**config.mk**
```make
export PLATFORM = sky130hd
export DESIGN_NAME = alarm_irq_unit
export DESIGN_NICKNAME = d
export VERILOG_FILES = /design/src/rtl/alarm_pkg.sv /design/src/rtl/alarm_match.sv /design/src/rtl/alarm_flag.sv /design/src/rtl/alarm_irq_unit.sv
export SDC_FILE = /design/constraint.sdc
export NUM_CORES = 1
export LEC_CHECK = 0
export BUFFER_PORTS_ARGS = -buffer_cell sky130_fd_sc_hd__buf_2
export CORE_ASPECT_RATIO = 2
export CORE_UTILIZATION = 56
export DETAILED_ROUTE_END_ITERATION = 7
export PLACE_DENSITY = 0.8
export SLEW_MARGIN = 20
export SYNTH_ARGS = -nofsm -noshare
export SYNTH_HDL_FRONTEND = slang
export SYNTH_SLANG_ARGS = --single-unit
```
**constraint.sdc**
```tcl
create_clock -name clk -period 2.25 [get_ports clk]
set_clock_uncertainty 0.15 [all_clocks]
set_input_delay 0.3375 -clock clk [delete_from_list [all_inputs] [get_ports clk]]
set_output_delay 0.3375 -clock clk [all_outputs]
set_load 0.02 [all_outputs]
```
**src/rtl/alarm_pkg.sv**
```systemverilog
// Package alarm_pkg: shared types and sizes for the alarm flag logic.
// Assumes BCD bytes supplied by an external timekeeper.
package alarm_pkg;
    localparam int FIELDS_PER_ALARM = 4;
    localparam int F_SEC  = 0;
    localparam int F_MIN  = 1;
    localparam int F_HOUR = 2;
    localparam int F_DD   = 3;

    typedef struct packed {
        logic [7:0] sec;
        logic [7:0] min;
        logic [7:0] hour;
        logic [7:0] wday;
        logic [7:0] date;
    } rtc_time_t;
endpackage

```
**src/rtl/alarm_match.sv**
```systemverilog
// Module alarm_match: combinational compare of one alarm against the time.
// Bit 7 of each byte masks the field. Bit 6 of the day/date byte picks
// weekday (1) or date (0). Assumes the inputs are stable while tick is high.
module alarm_match
    import alarm_pkg::*;
(
    input  rtc_time_t                             now,
    input  logic [FIELDS_PER_ALARM-1:0][7:0]      cfg,
    output logic                                  match
);
    logic sec_ok, min_ok, hour_ok, dd_ok;
    logic [7:0] dd_src;

    // Field comparisons with per-field mask and day/date selection.
    always_comb begin
        sec_ok  = cfg[F_SEC][7]  | ({1'b0, cfg[F_SEC][6:0]}  == now.sec);
        min_ok  = cfg[F_MIN][7]  | ({1'b0, cfg[F_MIN][6:0]}  == now.min);
        hour_ok = cfg[F_HOUR][7] | ({1'b0, cfg[F_HOUR][6:0]} == now.hour);
        dd_src  = cfg[F_DD][6] ? now.wday : now.date;
        dd_ok   = cfg[F_DD][7] | ({2'b00, cfg[F_DD][5:0]} == dd_src);
        match   = sec_ok & min_ok & hour_ok & dd_ok;
    end
endmodule

```
**src/rtl/alarm_flag.sv**
```systemverilog
// Module alarm_flag: one sticky alarm flag. A set event wins over a clear.
// Assumes set_evt is already qualified by the update strobe.
module alarm_flag (
    input  logic clk,
    input  logic rst_n,
    input  logic set_evt,
    input  logic clr_evt,
    output logic flag
);
    // Sticky flag register: set has priority, a clear needs an explicit event.
    always_ff @(posedge clk) begin
        if (!rst_n)       flag <= 1'b0;
        else if (set_evt) flag <= 1'b1;
        else if (clr_evt) flag <= 1'b0;
    end

    assert_set_on_match_R2: assert property (@(posedge clk) disable iff (!rst_n)
        set_evt |=> flag);
    assert_rise_needs_tick_R3: assert property (@(posedge clk) disable iff (!rst_n)
        $rose(flag) |-> $past(set_evt));
    assert_clear_works_R6: assert property (@(posedge clk) disable iff (!rst_n)
        (clr_evt && !set_evt) |=> !flag);
    assert_fall_needs_clear_R6: assert property (@(posedge clk) disable iff (!rst_n)
        $fell(flag) |-> $past(clr_evt));
    assert_match_beats_clear_R7: assert property (@(posedge clk) disable iff (!rst_n)
        (clr_evt && set_evt) |=> flag);
endmodule

```
**src/rtl/alarm_irq_unit.sv**
```systemverilog
// Module alarm_irq_unit: alarm compare registers, enables, sticky flags and
// a shared active-low interrupt. Assumes one tick per time update and that
// NUM_ALARMS is at most 8 (one status or enable bit per alarm).
module alarm_irq_unit
    import alarm_pkg::*;
#(
    parameter int NUM_ALARMS = 2,
    parameter int ADDR_W     = 4
) (
    input  logic                  clk,
    input  logic                  rst_n,
    input  logic                  tick,
    input  logic [7:0]            now_sec,
    input  logic [7:0]            now_min,
    input  logic [7:0]            now_hour,
    input  logic [7:0]            now_wday,
    input  logic [7:0]            now_date,
    input  logic                  wr_en,
    input  logic [ADDR_W-1:0]     wr_addr,
    input  logic [7:0]            wr_data,
    output logic [NUM_ALARMS-1:0] alarm_flags,
    output logic                  irq_n
);
    localparam int CTRL_ADDR = NUM_ALARMS * FIELDS_PER_ALARM;
    localparam int STAT_ADDR = CTRL_ADDR + 1;

    rtc_time_t                               now;
    logic [NUM_ALARMS-1:0][FIELDS_PER_ALARM-1:0][7:0] cfg_q;
    logic [NUM_ALARMS-1:0]                   en_q;
    logic [NUM_ALARMS-1:0]                   hit;
    logic                                    stat_wr;

    // Gather the time inputs into one record.
    always_comb begin
        now     = '{sec: now_sec, min: now_min, hour: now_hour,
                    wday: now_wday, date: now_date};
        stat_wr = wr_en && (wr_addr == ADDR_W'(STAT_ADDR));
    end

    // Alarm compare registers and interrupt enables.
    always_ff @(posedge clk) begin
        if (!rst_n) begin
            cfg_q <= '0;
            en_q  <= '0;
        end else if (wr_en) begin
            for (int a = 0; a < NUM_ALARMS; a++)
                for (int f = 0; f < FIELDS_PER_ALARM; f++)
                    if (wr_addr == ADDR_W'(a * FIELDS_PER_ALARM + f))
                        cfg_q[a][f] <= wr_data;
            if (wr_addr == ADDR_W'(CTRL_ADDR))
                en_q <= wr_data[NUM_ALARMS-1:0];
        end
    end

    for (genvar g = 0; g < NUM_ALARMS; g++) begin : g_alarm
        alarm_match u_match (
            .now   (now),
            .cfg   (cfg_q[g]),
            .match (hit[g])
        );
        alarm_flag u_flag (
            .clk     (clk),
            .rst_n   (rst_n),
            .set_evt (tick & hit[g]),
            .clr_evt (stat_wr & ~wr_data[g]),
            .flag    (alarm_flags[g])
        );
    end

    // Shared active-low interrupt.
    always_comb irq_n = ~|(alarm_flags & en_q);

    assert_irq_quiet_when_disabled_R8: assert property (@(posedge clk) disable iff (!rst_n)
        (en_q == '0) |-> irq_n);
    assert_irq_needs_flag_R8: assert property (@(posedge clk) disable iff (!rst_n)
        (alarm_flags == '0) |-> irq_n);
endmodule

```
== Word level (Yosys, flattened, before mapping) ==
Cells that the tools add are included.

* Equal/unequal tests: 17
* Multiplexer cells: 6
* Bitwise gates (word level): 21
* Reduce and logical (&&, ||, !) cells: 15

{| class="wikitable"
|+ Operators by type and width
! kind !! number
|-
| $eq 7x8->1 || 6
|-
| $reduce_and 2->1 || 9
|-
| $eq 4x3->1 const B || 4
|-
| $eq 6x8->1 || 2
|-
| $mux 8 || 2
|-
| $and 1x1->1 || 10
|-
| $eq 4x2->1 const B || 2
|-
| $eq 4x4->1 const B || 2
|-
| $or 1x1->1 || 8
|-
| $eq 4x1->1 const B || 1
|-
| $logic_not 4->1 || 1
|-
| $mux 1 || 4
|-
| $reduce_bool 2->1 || 2
|-
| $and 2x2->2 || 1
|-
| $not 1->1 || 2
|-
| $reduce_or 2->1 || 1
|-
| $logic_and 1x1->1 || 1
|-
| $logic_not 1->1 || 1
|}

* Bits in registers: 68
* Logic and storage cells: 70

== Depth between registers and ports, before layout ==
Gate-level depths: netlist of the first run.

* Depth after elaboration: 7
* Mapped depth: 6
* Gate-level depth less buffers: 5

== Modules after synthesis ==
From an unflattened synthesis of the first run, not the netlist that was laid out.

* Cells, all modules: 342
* Area total of the unflattened synthesis: 3353.2 um2

{| class="wikitable"
|+ By module, submodules not included
! module !! instances !! cells each !! area each (um2)
|-
| alarm_irq_unit || 1 || 238 || 2479.9
|-
| alarm_match || 2 || 49 || 395.4
|-
| alarm_flag || 2 || 3 || 41.3
|}

== Least setup slack after synthesis of the first run ==
Ideal clock, no wire load.

* Path type: input-to-reg
* From: input now_sec[0]
* To: register g_alarm[1].u_flag.flag
* Data arrival time: 1.416 ns
* Setup slack: 0.615 ns
* Cell stages on the path: 5
* Cell sequence: xor2_1 > nor4_1 > a21oi_1 > or4_1 > o21ai_1

* Cells in the longest elaborated chain, start to end: 7
* Elaborated cells on any way between the ends: 8
* Those cells by class: eq/ne (1); mux (1); bitwise (5); reduce/logical (1)

{| class="wikitable"
|+ Ends and longest elaborated chain
! item !! line !! source
|-
| from (decl) || alarm_irq_unit.sv:13 || <nowiki>input logic [7:0] now_sec,</nowiki>
|-
| $eq 7x8->1 (*) || alarm_match.sv:16 || <nowiki>sec_ok = cfg[F_SEC][7] | ({1'b0, cfg[F_SEC][6:0]} == now.sec);</nowiki>
|-
| $or 1x1->1 (*) || alarm_match.sv:16 ||
|-
| $and 1x1->1 (*) (3 in series) || alarm_match.sv:21 || <nowiki>match = sec_ok & min_ok & hour_ok & dd_ok;</nowiki>
|-
| $and 1x1->1 (*) || alarm_irq_unit.sv:64 || <nowiki>.set_evt (tick & hit[g]),</nowiki>
|-
| $mux 1 / $reduce_bool 2->1 (equally long branches) || n/a ||
|-
| to (signal assigned) || alarm_flag.sv:12 || <nowiki>if (!rst_n) flag <= 1'b0;</nowiki>
|-
| to (signal assigned) || alarm_flag.sv:13 || <nowiki>else if (set_evt) flag <= 1'b1;</nowiki>
|-
| to (signal assigned) || alarm_flag.sv:14 || <nowiki>else if (clr_evt) flag <= 1'b0;</nowiki>
|-
| to (decl) || alarm_flag.sv:8 || <nowiki>output logic flag</nowiki>
|}

Mark *: on every way between the ends. The rest lies on a longest branch, timed or not.
A chain may end at the register's enable or synchronous reset.

== Final worst setup path of the first run ==
* From: register cfg_q[62] (netlist name)
* To: register g_alarm[1].u_flag.flag

* Cells in the longest elaborated chain, start to end: 6
* Elaborated cells on any way between the ends: 7
* Those cells by class: eq/ne (1); mux (2); bitwise (3); reduce/logical (1)

{| class="wikitable"
|+ Ends and longest elaborated chain
! item !! line !! source
|-
| from (decl) || alarm_irq_unit.sv:28 || <nowiki>logic [NUM_ALARMS-1:0][FIELDS_PER_ALARM-1:0][7:0] cfg_q;</nowiki>
|-
| from (signal, indexed assignment) || alarm_irq_unit.sv:49 || <nowiki>cfg_q[a][f] <= wr_data;</nowiki>
|-
| $mux 8 (*) || alarm_match.sv:19 || <nowiki>dd_src = cfg[F_DD][6] ? now.wday : now.date;</nowiki>
|-
| $eq 6x8->1 (*) || alarm_match.sv:20 || <nowiki>dd_ok = cfg[F_DD][7] | ({2'b00, cfg[F_DD][5:0]} == dd_src);</nowiki>
|-
| $or 1x1->1 (*) || alarm_match.sv:20 ||
|-
| $and 1x1->1 (*) || alarm_match.sv:21 ||
|-
| $and 1x1->1 (*) || alarm_irq_unit.sv:64 ||
|-
| $mux 1 / $reduce_bool 2->1 (equally long branches) || n/a ||
|}

Marked as above.

==> results of run 1 <==
-- stage by stage --
| stage | util | setup slack (ps) |
|---|---|---|
| final | 0.6788 | 380.9 |
| after CTS | 0.6788 | 336.9 |
| after detailed placement | 0.6313 | 228.7 |
| after floorplan | - | 615.3 |
| after global placement | 0.6313 | 225.9 |
| after global routing | 0.6788 | 223.5 |
-- worst register-to-register path: cells and delay by family (launching register included) --
| family | cells | cell delay [ps] |
|---|---|---|
| compound gates | 2 | 350 |
| simple gates | 1 | 310 |
| mux | 1 | 310 |
| xor+xnor | 1 | 90 |
| flops | 1 | 580 |
-- worst min path at each step --
| stage | cells after the start | to | slack [ps] |
|---|---|---|---|
| 6_report | 4 | g_alarm[0].u_flag.flag | 250 |
| 5_1_grt | 3 | cfg_q[23] | 270 |
| 4_1_cts | 3 | cfg_q[47] | 240 |
| 3_5_place_dp | 2 | en_q[0] | 310 |
| 3_3_place_gp | 2 | en_q[1] | 300 |
| 2_1_floorplan | 2 | en_q[0] | 290 |
-- layout make-up --
| cell class | count | area share |
|---|---|---|
| clock buffers | 15 | 0.06871 |
| clock inverters | 1 | 0.001238 |
| multi-input cells | 251 | 0.4872 |
| flip-flops and latches | 68 | 0.3367 |
| well taps | 63 | 0.01950 |
| repair buffers | 66 | 0.08666 |
-- state kept, by name, summed over array words and instances, names as in the netlist --
signal               flops
en_q                     2
cfg_q                   64
g_alarm.u_flag.flag      2
-- routing by layer --
metal,part of all wire,vias to the layer above
li1,-,1265
met1,0.40,1202
met2,0.53,57
met3,0.035,17
met4,0.040,0
met5,0,-
-- cells by family (layout without fill, tap and decap cells) --
| logic type | after synthesis | after routing | share of synthesized area |
|---|---|---|---|
| AOI/OAI and AO/OA | 19 | 19 | 0.03349 |
| xor gates and xnor gates | 54 | 54 | 0.1376 |
| buffers and inverters | 24 | 82 | 0.03094 |
| DFF | 68 | 68 | 0.3961 |
| muxes | 76 | 76 | 0.2213 |
| and+or+nand+nor | 102 | 102 | 0.1806 |
-- power breakdown --
part	switching, W	internal [W]	leakage, nW
clock network	0.000493	0.000835	0.140
logic	0.000128	0.000114	1.09
registers	0.0000109	0.00122	0.549
-- synthesized netlist by cell type --
cell | number | share of area
a21boi_0 | 2 | 0.0044
a21oi_1 | 6 | 0.0087
a22oi_1 | 1 | 0.0022
a41oi_1 | 2 | 0.0051
and3b_1 | 1 | 0.0025
buf_2 | 7 | 0.010
buf_4 | 2 | 0.0044
clkbuf_1 | 15 | 0.016
dfxtp_1 | 68 | 0.40
mux2i_1 | 76 | 0.22
nand2_1 | 8 | 0.0087
nand2b_1 | 1 | 0.0018
nand3_1 | 2 | 0.0029
nand3b_1 | 2 | 0.0044
nor2_1 | 2 | 0.0022
nor2_2 | 1 | 0.0018
nor2b_1 | 67 | 0.12
nor3b_1 | 2 | 0.0044
nor4_1 | 14 | 0.025
o211ai_1 | 2 | 0.0044
o21ai_0 | 4 | 0.0058
o21ai_1 | 2 | 0.0029
or4_1 | 2 | 0.0044
xnor2_1 | 6 | 0.015
xor2_1 | 48 | 0.12
-- placed cells by master (no fill, tap or decap) --
master     instances
a22oi_1            1
o211ai_1           2
nor2b_1           67
clkbuf_1           3
and3b_1            1
or4_1              2
o21ai_1            2
buf_4              8
a21oi_1            6
clkbuf_8           3
clkinv_2           1
clkbuf_16          9
nor2_2             1
nor4_1            14
o21ai_0            4
nand2b_1           1
mux2i_1           76
nor2_1             2
nor3b_1            2
a41oi_1            2
xor2_1            48
nand2_1            8
buf_2             58
dfxtp_1           68
nand3_1            2
a21boi_0           2
xnor2_1            6
nand3b_1           2
==> flow_metrics.tcl, run 1 <==
set metrics [dict create \
    gp_congestion 0.7879 \
    grtUsageTotal 0.2530 \
    wl_um 7510 \
    finalPower_w 0.002802 \
    slowest_stage "dfxtp_1" \
    diodes 0 \
    ff2ff_path_depth 5 \
    chipWidth_um 57.40 \
    setup_viol 0 \
    drtIter0Drc 62 \
    crit_path_start_kind "flip-flop" \
    multi_input_area_um2 1969 \
    synth_area_um2 3437 \
    synth_area_per_cell_um2 10.02 \
    yosysSeqAreaShare 0.3961 \
    syn-num-nets 399 \
    critPathTopFamily "flip-flops" \
    start_util 0.5771 \
    cts_buffers 9 \
    die_h_um 112.8 \
    path_max_fanout 9 \
    status "finished with violations" \
    core-area_um2 5956 \
    use_met3 0.04800 \
    drc 5 \
    wl_per_cell_um 16.19 \
    ctsResizeCount 0 \
    place_inst 448 \
    grt_pass1_vias 2486 \
    firstDrtPassIters 6 \
    ys.warnings.count 0 \
    grt_use_met2 0.4248 \
    crit_buf_inv 0 \
    leakage_nw 1.775 \
    fin_nets 452 \
    path_depth 5 \
    htreeDepth 3 \
    max_freq_mhz 535.0 \
    rsz0062_at_grt "no" \
    cts_root_buf "clkbuf_16" \
    grt_use_met1 0.2859 \
    hold_viol 0 \
    synth_seq_cells 68 \
    slew_headroom 0.6013 \
    hp-start "tick" \
    rr_startpoint "cfg_q[62]" \
    fin_setup_tns_ps 0 \
    peakVddDrop_v 0.0005798 \
    grt_antenna_before_repair 0 \
    grt_max_degree 38 \
    final_cell_area_um2 4043 \
    slowest_delay_ps 580 \
    ff2ff_setup_slack_ps 380 \
    post-cts-setup-buffers 0 \
    max-cap-violations 0 \
    fin_crit_ps 1869 \
    top_usage_layer "met2" \
    cp_cell_sequence "mux2i_1 -> xnor2_1 -> nor4_1 -> a41oi_1 -> o21ai_1" \
    violations "DRC" \
    critPathLaunch "cfg_q[62]" \
    crit_path_end "g_alarm[1].u_flag.flag" \
    ant_nets 0 \
    synthCells 343 \
    io_buffers 58 \
    cts_tree "yes" \
    final_layout_size_suffix_gt1_frac 0.1995 \
    dp_hpwl_um 5356 \
    clk_path_buf_depth 2 \
    cts.sinks 68 \
    fin_cells 464 \
    reg2reg_to "g_alarm[1].u_flag.flag" \
    crit_required_ps 2360 \
    std_cell_rows 40 \
    vias 2541 \
    regArea_um2 1361 \
    p_per_area_nw_per_um2 693.2 \
    viasPerCell 5.476 \
    io_pins 59 \
    fillCellCount 482 \
    cts.clk_slew.worst_paths_ps 50 \
    arrival_ps 1980 \
    critical_path.endpoint_type "flip-flop" \
    area_growth_pct 17.62 \
    grt_first_pass_wirelength_um 12130 \
    hp-class "primary input to flip-flop" \
    period_share 0.8307 \
    fin_hold_ws_ps 247.7 \
    synth.distinct_cells 25 \
    worst_pin_slew_ps 596.7 \
    place_area_um2 3760 \
    crit_type "flip-flop to flip-flop" \
    clk_latency_ps 330 \
    dieArea_um2 6474 \
    finalMaxSlewViolations 0 \
    grt_overflow 0 \
    ctsHoldBuffers 0 \
]
Note: power is estimated with default switching activity, not from simulation.
==> run 2: changes to the inputs <==
Settings changed: ABC_AREA from default to 1, PLACE_DENSITY 0.8 to 0.79.
Clock period 2.25 ns to 1.8 ns, I/O delays scaled along.
==> flow_metrics.tcl, run 2 <==
set metrics [dict create \
    p_sw_w 0.0008693 \
    drtIter0Drc 164 \
    arrival_ps 1620 \
    ys.warnings.count 0 \
    fin_setup_tns_ps 0 \
    clk_latency_ps 330 \
    ff2ff_path_depth 10 \
    grtUsageTotal 0.2880 \
    final_layout_size_suffix_gt1_frac 0.1545 \
    power_frac_comb 0.106 \
    hold_depth 3 \
    std_cell_rows 41 \
    synth_area_um2 3618 \
    grt_pass1_vias 3410 \
    gp_congestion 0.8035 \
    cts_buffers 9 \
    crit_path_start_kind "flip-flop" \
    synth_edf_count 0 \
    wl_um 9050 \
    path_max_fanout 13 \
    dieArea_um2 6807 \
    synth_top_area_frac 0.3762 \
    hold_viol 0 \
    crit_type "flip-flop to flip-flop" \
    grt_max_degree 68 \
    synth_area_per_cell_um2 6.543 \
    syn-num-nets 609 \
    synth_area_leader_cell "dfxtp_1" \
    leakage_nw 1.936 \
    setup_viol 0 \
    final_cell_mix "nand2_1, inv_1, dfxtp_1, o21ai_0, buf_2" \
    ctsHoldBuffers 0 \
    yosysSeqAreaShare 0.3762 \
    netlist_top_cells_count "nand2_1, inv_1, dfxtp_1, o21ai_0, a21oi_1" \
    seqPwrFrac 0.423 \
    htreeDepth 3 \
    clk_path_buf_depth 2 \
    ant_nets 0 \
    slew_headroom 0.7163 \
    p_per_area_nw_per_um2 862.2 \
    synthFlopType "dfxtp_1" \
    grt_first_pass_wirelength_um 14610 \
    io_pins 59 \
    synth_seq_cells 68 \
    vias 3598 \
    reg_top3 "cfg_q (64), en_q (2), g_alarm.u_flag.flag (2)" \
    period_share 0.8381 \
    firstDrtPassIters 4 \
    chipWidth_um 58.84 \
    area_growth_pct 17.98 \
    die_h_um 115.7 \
    cts_root_buf "clkbuf_16" \
    wl_per_cell_um 12.91 \
    core-area_um2 6259 \
    grt_overflow 0 \
    peakVddDrop_v 0.0007207 \
    yosysMostFrequentCell "nand2_1" \
    hp-class "primary input to flip-flop" \
    dp_hpwl_um 6570 \
    post-cts-setup-buffers 0 \
    start_util 0.5782 \
    worst_pin_slew_ps 424.6 \
    io_buffers 58 \
    cts.clk_slew.worst_paths_ps 50 \
    p_sw_frac 0.2361 \
    critical_path.endpoint_type "flip-flop" \
    netlist_top_cells_area "dfxtp_1, nand2_1, o21ai_0, inv_1, a21oi_1" \
    synth.distinct_cells 28 \
    finalMaxSlewViolations 0 \
    synthCells 553 \
    grt_antenna_before_repair 0 \
    rsz0062_at_grt "no" \
    largest_register_ffs 64 \
    drc 0 \
    viasPerCell 5.133 \
    regMostFlops "cfg_q" \
    cts_tree "yes" \
    fin_crit_ps 1509 \
    pwr-share-clk 0.471 \
    async_reset_ff_frac 0 \
    power.internal_w 0.002812 \
    max_freq_mhz 662.9 \
    status "finished, final reports clean" \
    layout_commonest_cell "nand2_1" \
    max-cap-violations 0 \
    finalPower_w 0.003681 \
    crit_required_ps 1910 \
    cts.sinks 68 \
    fin_nets 666 \
    diodes 0 \
]
==> run 2: power groups by stage <==
stage | Clock, W | Combinational (W) | Sequential [W]
floorplan | 0 | 0.000231 | 0.00158
global placement | 0 | 0.000375 | 0.00159
detailed placement | 0 | 0.000386 | 0.00159
CTS | 0.00176 | 0.000389 | 0.00156
global route | 0.00181 | 0.000439 | 0.00156
finish | 0.00173 | 0.000389 | 0.00156
==> run 2: metal layers <==
| metal | track usage | wire [um] |
|---|---|---|
| met5 | 0 | 0 |
| met4 | 0.2000 | 489 |
| met3 | 0.05357 | 415 |
| met2 | 0.5068 | 4713 |
| met1 | 0.2971 | 3431 |
==> run 2: worst paths after layout <==
kind,from,slack [ps],end
worst max-delay path,cfg_q[30],290,g_alarm[0].u_flag.flag
worst max register to register,cfg_q[30],290,g_alarm[0].u_flag.flag
worst min register to register,cfg_q[29],300,cfg_q[29]
worst min-delay path,wr_data[0],120,cfg_q[0]
==> run 2: layout make-up <==
cell class / instances / area, um2
Inverter: 89 / 334.1
Timing Repair Buffer: 62 / 332.8
Sequential cell: 68 / 1364
Fill cell: 594 / 1989
Clock buffer: 16 / 301.5
Multi-Input combinational cell: 380 / 1829
Tap cell: 86 / 107.6
==> run 2: critical path: stages (launching register included) <==
cell and delay [ps]:
dfxtp_2 440, inv_1 130, nand2_1 100, nand3_1 70
nand2_1 60, nand3_1 70, nor2_1 130, nand2_1 70
nand2_1 60, nand2_1 50, a21oi_1 110
==> run 2: per-stage QoR <==
| step | hold WS, ps | area, um2 | worst slack [ps] | util | instances |
|---|---|---|---|---|---|
| 2_1_floorplan | 254.9 | 3618 | 507.7 | - | 553 |
| 3_3_place_gp | 286.4 | 3965 | 206.7 | 0.6335 | 685 |
| 3_5_place_dp | 293.9 | 3965 | 155.4 | 0.6335 | 685 |
| 4_1_cts | 117.6 | 4267 | 143.8 | 0.6817 | 701 |
| 5_1_grt | 144.3 | 4269 | 108.3 | 0.6821 | 701 |
| 6_report | 123.7 | 4269 | 291.5 | 0.6821 | 701 |
==> run 2: cell families (layout without fill, tap and decap cells) <==
family	count (synthesis)	count (layout)	share of synthesized area
flops	68	68	0.3762
xor+xnor	22	22	0.05325
buf+inv	105	167	0.1183
compound gates	130	130	0.1871
simple gates	228	228	0.2652
==> run 2: repair_timing <==
item | 4_1_cts | 5_1_grt
gates resized for setup | 0 | 2
endpoints found under the hold margin | 0 | 0
setup endpoints to repair | 0 | 2
==> run 3: changes to the inputs <==
Settings changed: ABC_AREA 1 to 0, PLACE_DENSITY 0.79 to 0.8.
Clock period 1.8 ns to 1.4 ns, I/O delays scaled along.
==> flow_metrics.tcl, run 3 (same netlist as run 1, synthesis figures left out) <==
set metrics [dict create \
    grt_pass1_vias 2655 \
    viasPerCell 5.476 \
    grt_overflow 0 \
    grt_antenna_before_repair 0 \
    layout_commonest_cell "mux2i_1" \
    slowest_stage "or4_4" \
    status "finished with violations" \
    largest_register_ffs 64 \
    rsz0062_at_grt "yes" \
    ctsHoldBuffers 0 \
    period_share 1.316 \
    cts.clk_slew.worst_paths_ps 50 \
    slowest_delay_ps 530 \
    path_max_fanout 2 \
    p_per_area_nw_per_um2 1099 \
    p_sw_w 0.001011 \
    fin_util 0.7111 \
    cts_root_buf "clkbuf_16" \
    fin_crit_ps 1842 \
    crit_type "flip-flop to flip-flop" \
    dieArea_um2 6474 \
    peakVddDrop_v 0.001065 \
    io_buffers 58 \
    start_util 0.5771 \
    violations "DRC, setup timing" \
    slew_headroom 0.7278 \
    cts.sinks 68 \
    wl_um 7824 \
    final_layout_size_suffix_gt1_frac 0.2585 \
    arrival_ps 1960 \
    grtUsageTotal 0.2612 \
    crit_buf_inv 0 \
    crit_path_start_kind "flip-flop" \
    drtIter0Drc 81 \
    fillCellCount 451 \
    finalMaxSlewViolations 0 \
    htreeDepth 3 \
    reg_top3 "cfg_q (64), en_q (2), g_alarm.u_flag.flag (2)" \
    worst_slack_ps -442.1 \
    drc 8 \
    clk_path_buf_depth 2 \
    setup_viol 2 \
    seqPwrFrac 0.425 \
    cp_cell_sequence "xor2_1 -> nor4_1 -> a21oi_2 -> or4_4 -> o21ai_2" \
    die_h_um 112.8 \
    post-cts-setup-buffers 0 \
    regMostFlops "cfg_q" \
    fin_setup_tns_ps -858.6 \
    power_frac_comb 0.091 \
    area_growth_pct 23.23 \
    diodes 0 \
    firstDrtPassIters 7 \
    io_pins 59 \
    critPathTopFamily "simple AND/OR/NAND/NOR gates" \
    worst_pin_slew_ps 404.5 \
    finalPower_w 0.004654 \
    chipWidth_um 57.40 \
    vias 2590 \
    cts_buffers 9 \
    grt_max_degree 69 \
    grt_first_pass_wirelength_um 12500 \
    ant_nets 0 \
    wl_per_cell_um 16.54 \
    p_sw_frac 0.2171 \
    clk_latency_ps 330 \
    critical_path.endpoint_type "flip-flop" \
    gp_congestion 0.8098 \
    pwr-share-clk 0.483 \
    fin_nets 462 \
    dp_slack_ps -481.5 \
    power.internal_w 0.003644 \
    final_cell_mix "mux2i_1, nor2b_1, dfxtp_1, buf_2, xor2_1" \
    leakage_nw 1.864 \
    hp-class "primary input to flip-flop" \
    hold_viol 0 \
    crit_required_ps 1520 \
    cts_tree "yes" \
    core-area_um2 5956 \
    max-cap-violations 0 \
    dp_hpwl_um 5485 \
    std_cell_rows 40 \
    max_freq_mhz 542.9 \
]
run 3: worst register-to-register path: cells and delay by family, from the launching register on:
kind,cells,cell delay [ps]
AO/OA/AOI/OAI,2,230
XOR/XNOR,1,160
flip-flops,1,320
AND/OR/NAND/NOR,2,930
run 3: stage by stage:
step / cells / hold slack [ps] / area (um2)
global placement: 458 / 302.4 / 3880
finish: 473 / 119.8 / 4235
floorplan: 343 / 292.2 / 3445
CTS: 473 / 109.0 / 4204
global route: 473 / 149.8 / 4235
detailed placement: 458 / 310.1 / 3880
run 3: area by class of cell:
cell class | instances | area (um2) | area share
clock buffer | 15 | 307.8 | 0.07267
multi-input combinational | 251 | 2016 | 0.4759
sequential | 68 | 1368 | 0.3229
tap | 63 | 78.83 | 0.01861
timing repair buffer | 76 | 465.4 | 0.1099
run 3: worst paths after layout:
kind / start / endpoint / slack, ps / cells after the start
setup / recovery: cfg_q[2] / g_alarm[0].u_flag.flag / -440 / 5
hold / removal: wr_addr[0] / en_q[0] / 120 / 4
setup reg to reg: cfg_q[2] / g_alarm[0].u_flag.flag / -440 / 5
hold reg to reg: en_q[0] / en_q[0] / 330 / 2
run 3: metal layers:
layer | global-route usage | wire length [um]
met3 | 0.05486 | 245
met2 | 0.4504 | 4160
met1 | 0.2773 | 3077
met4 | 0.1724 | 341
met5 | 0 | 0
run 3: power by group through the flow:
stage               Clock [W]  Sequential, W  Combinational, W
floorplan                   0        0.00201          0.000228
global placement            0        0.00202          0.000406
detailed placement          0        0.00202          0.000411
CTS                   0.00229        0.00198          0.000419
global route          0.00238        0.00198          0.000459
finish                0.00225        0.00198          0.000426
run 3: what timing repair did:
item / CTS / global route
pin swaps: 4 / 2
resized for setup: 5 / 7
setup endpoints to repair: 2 / 3
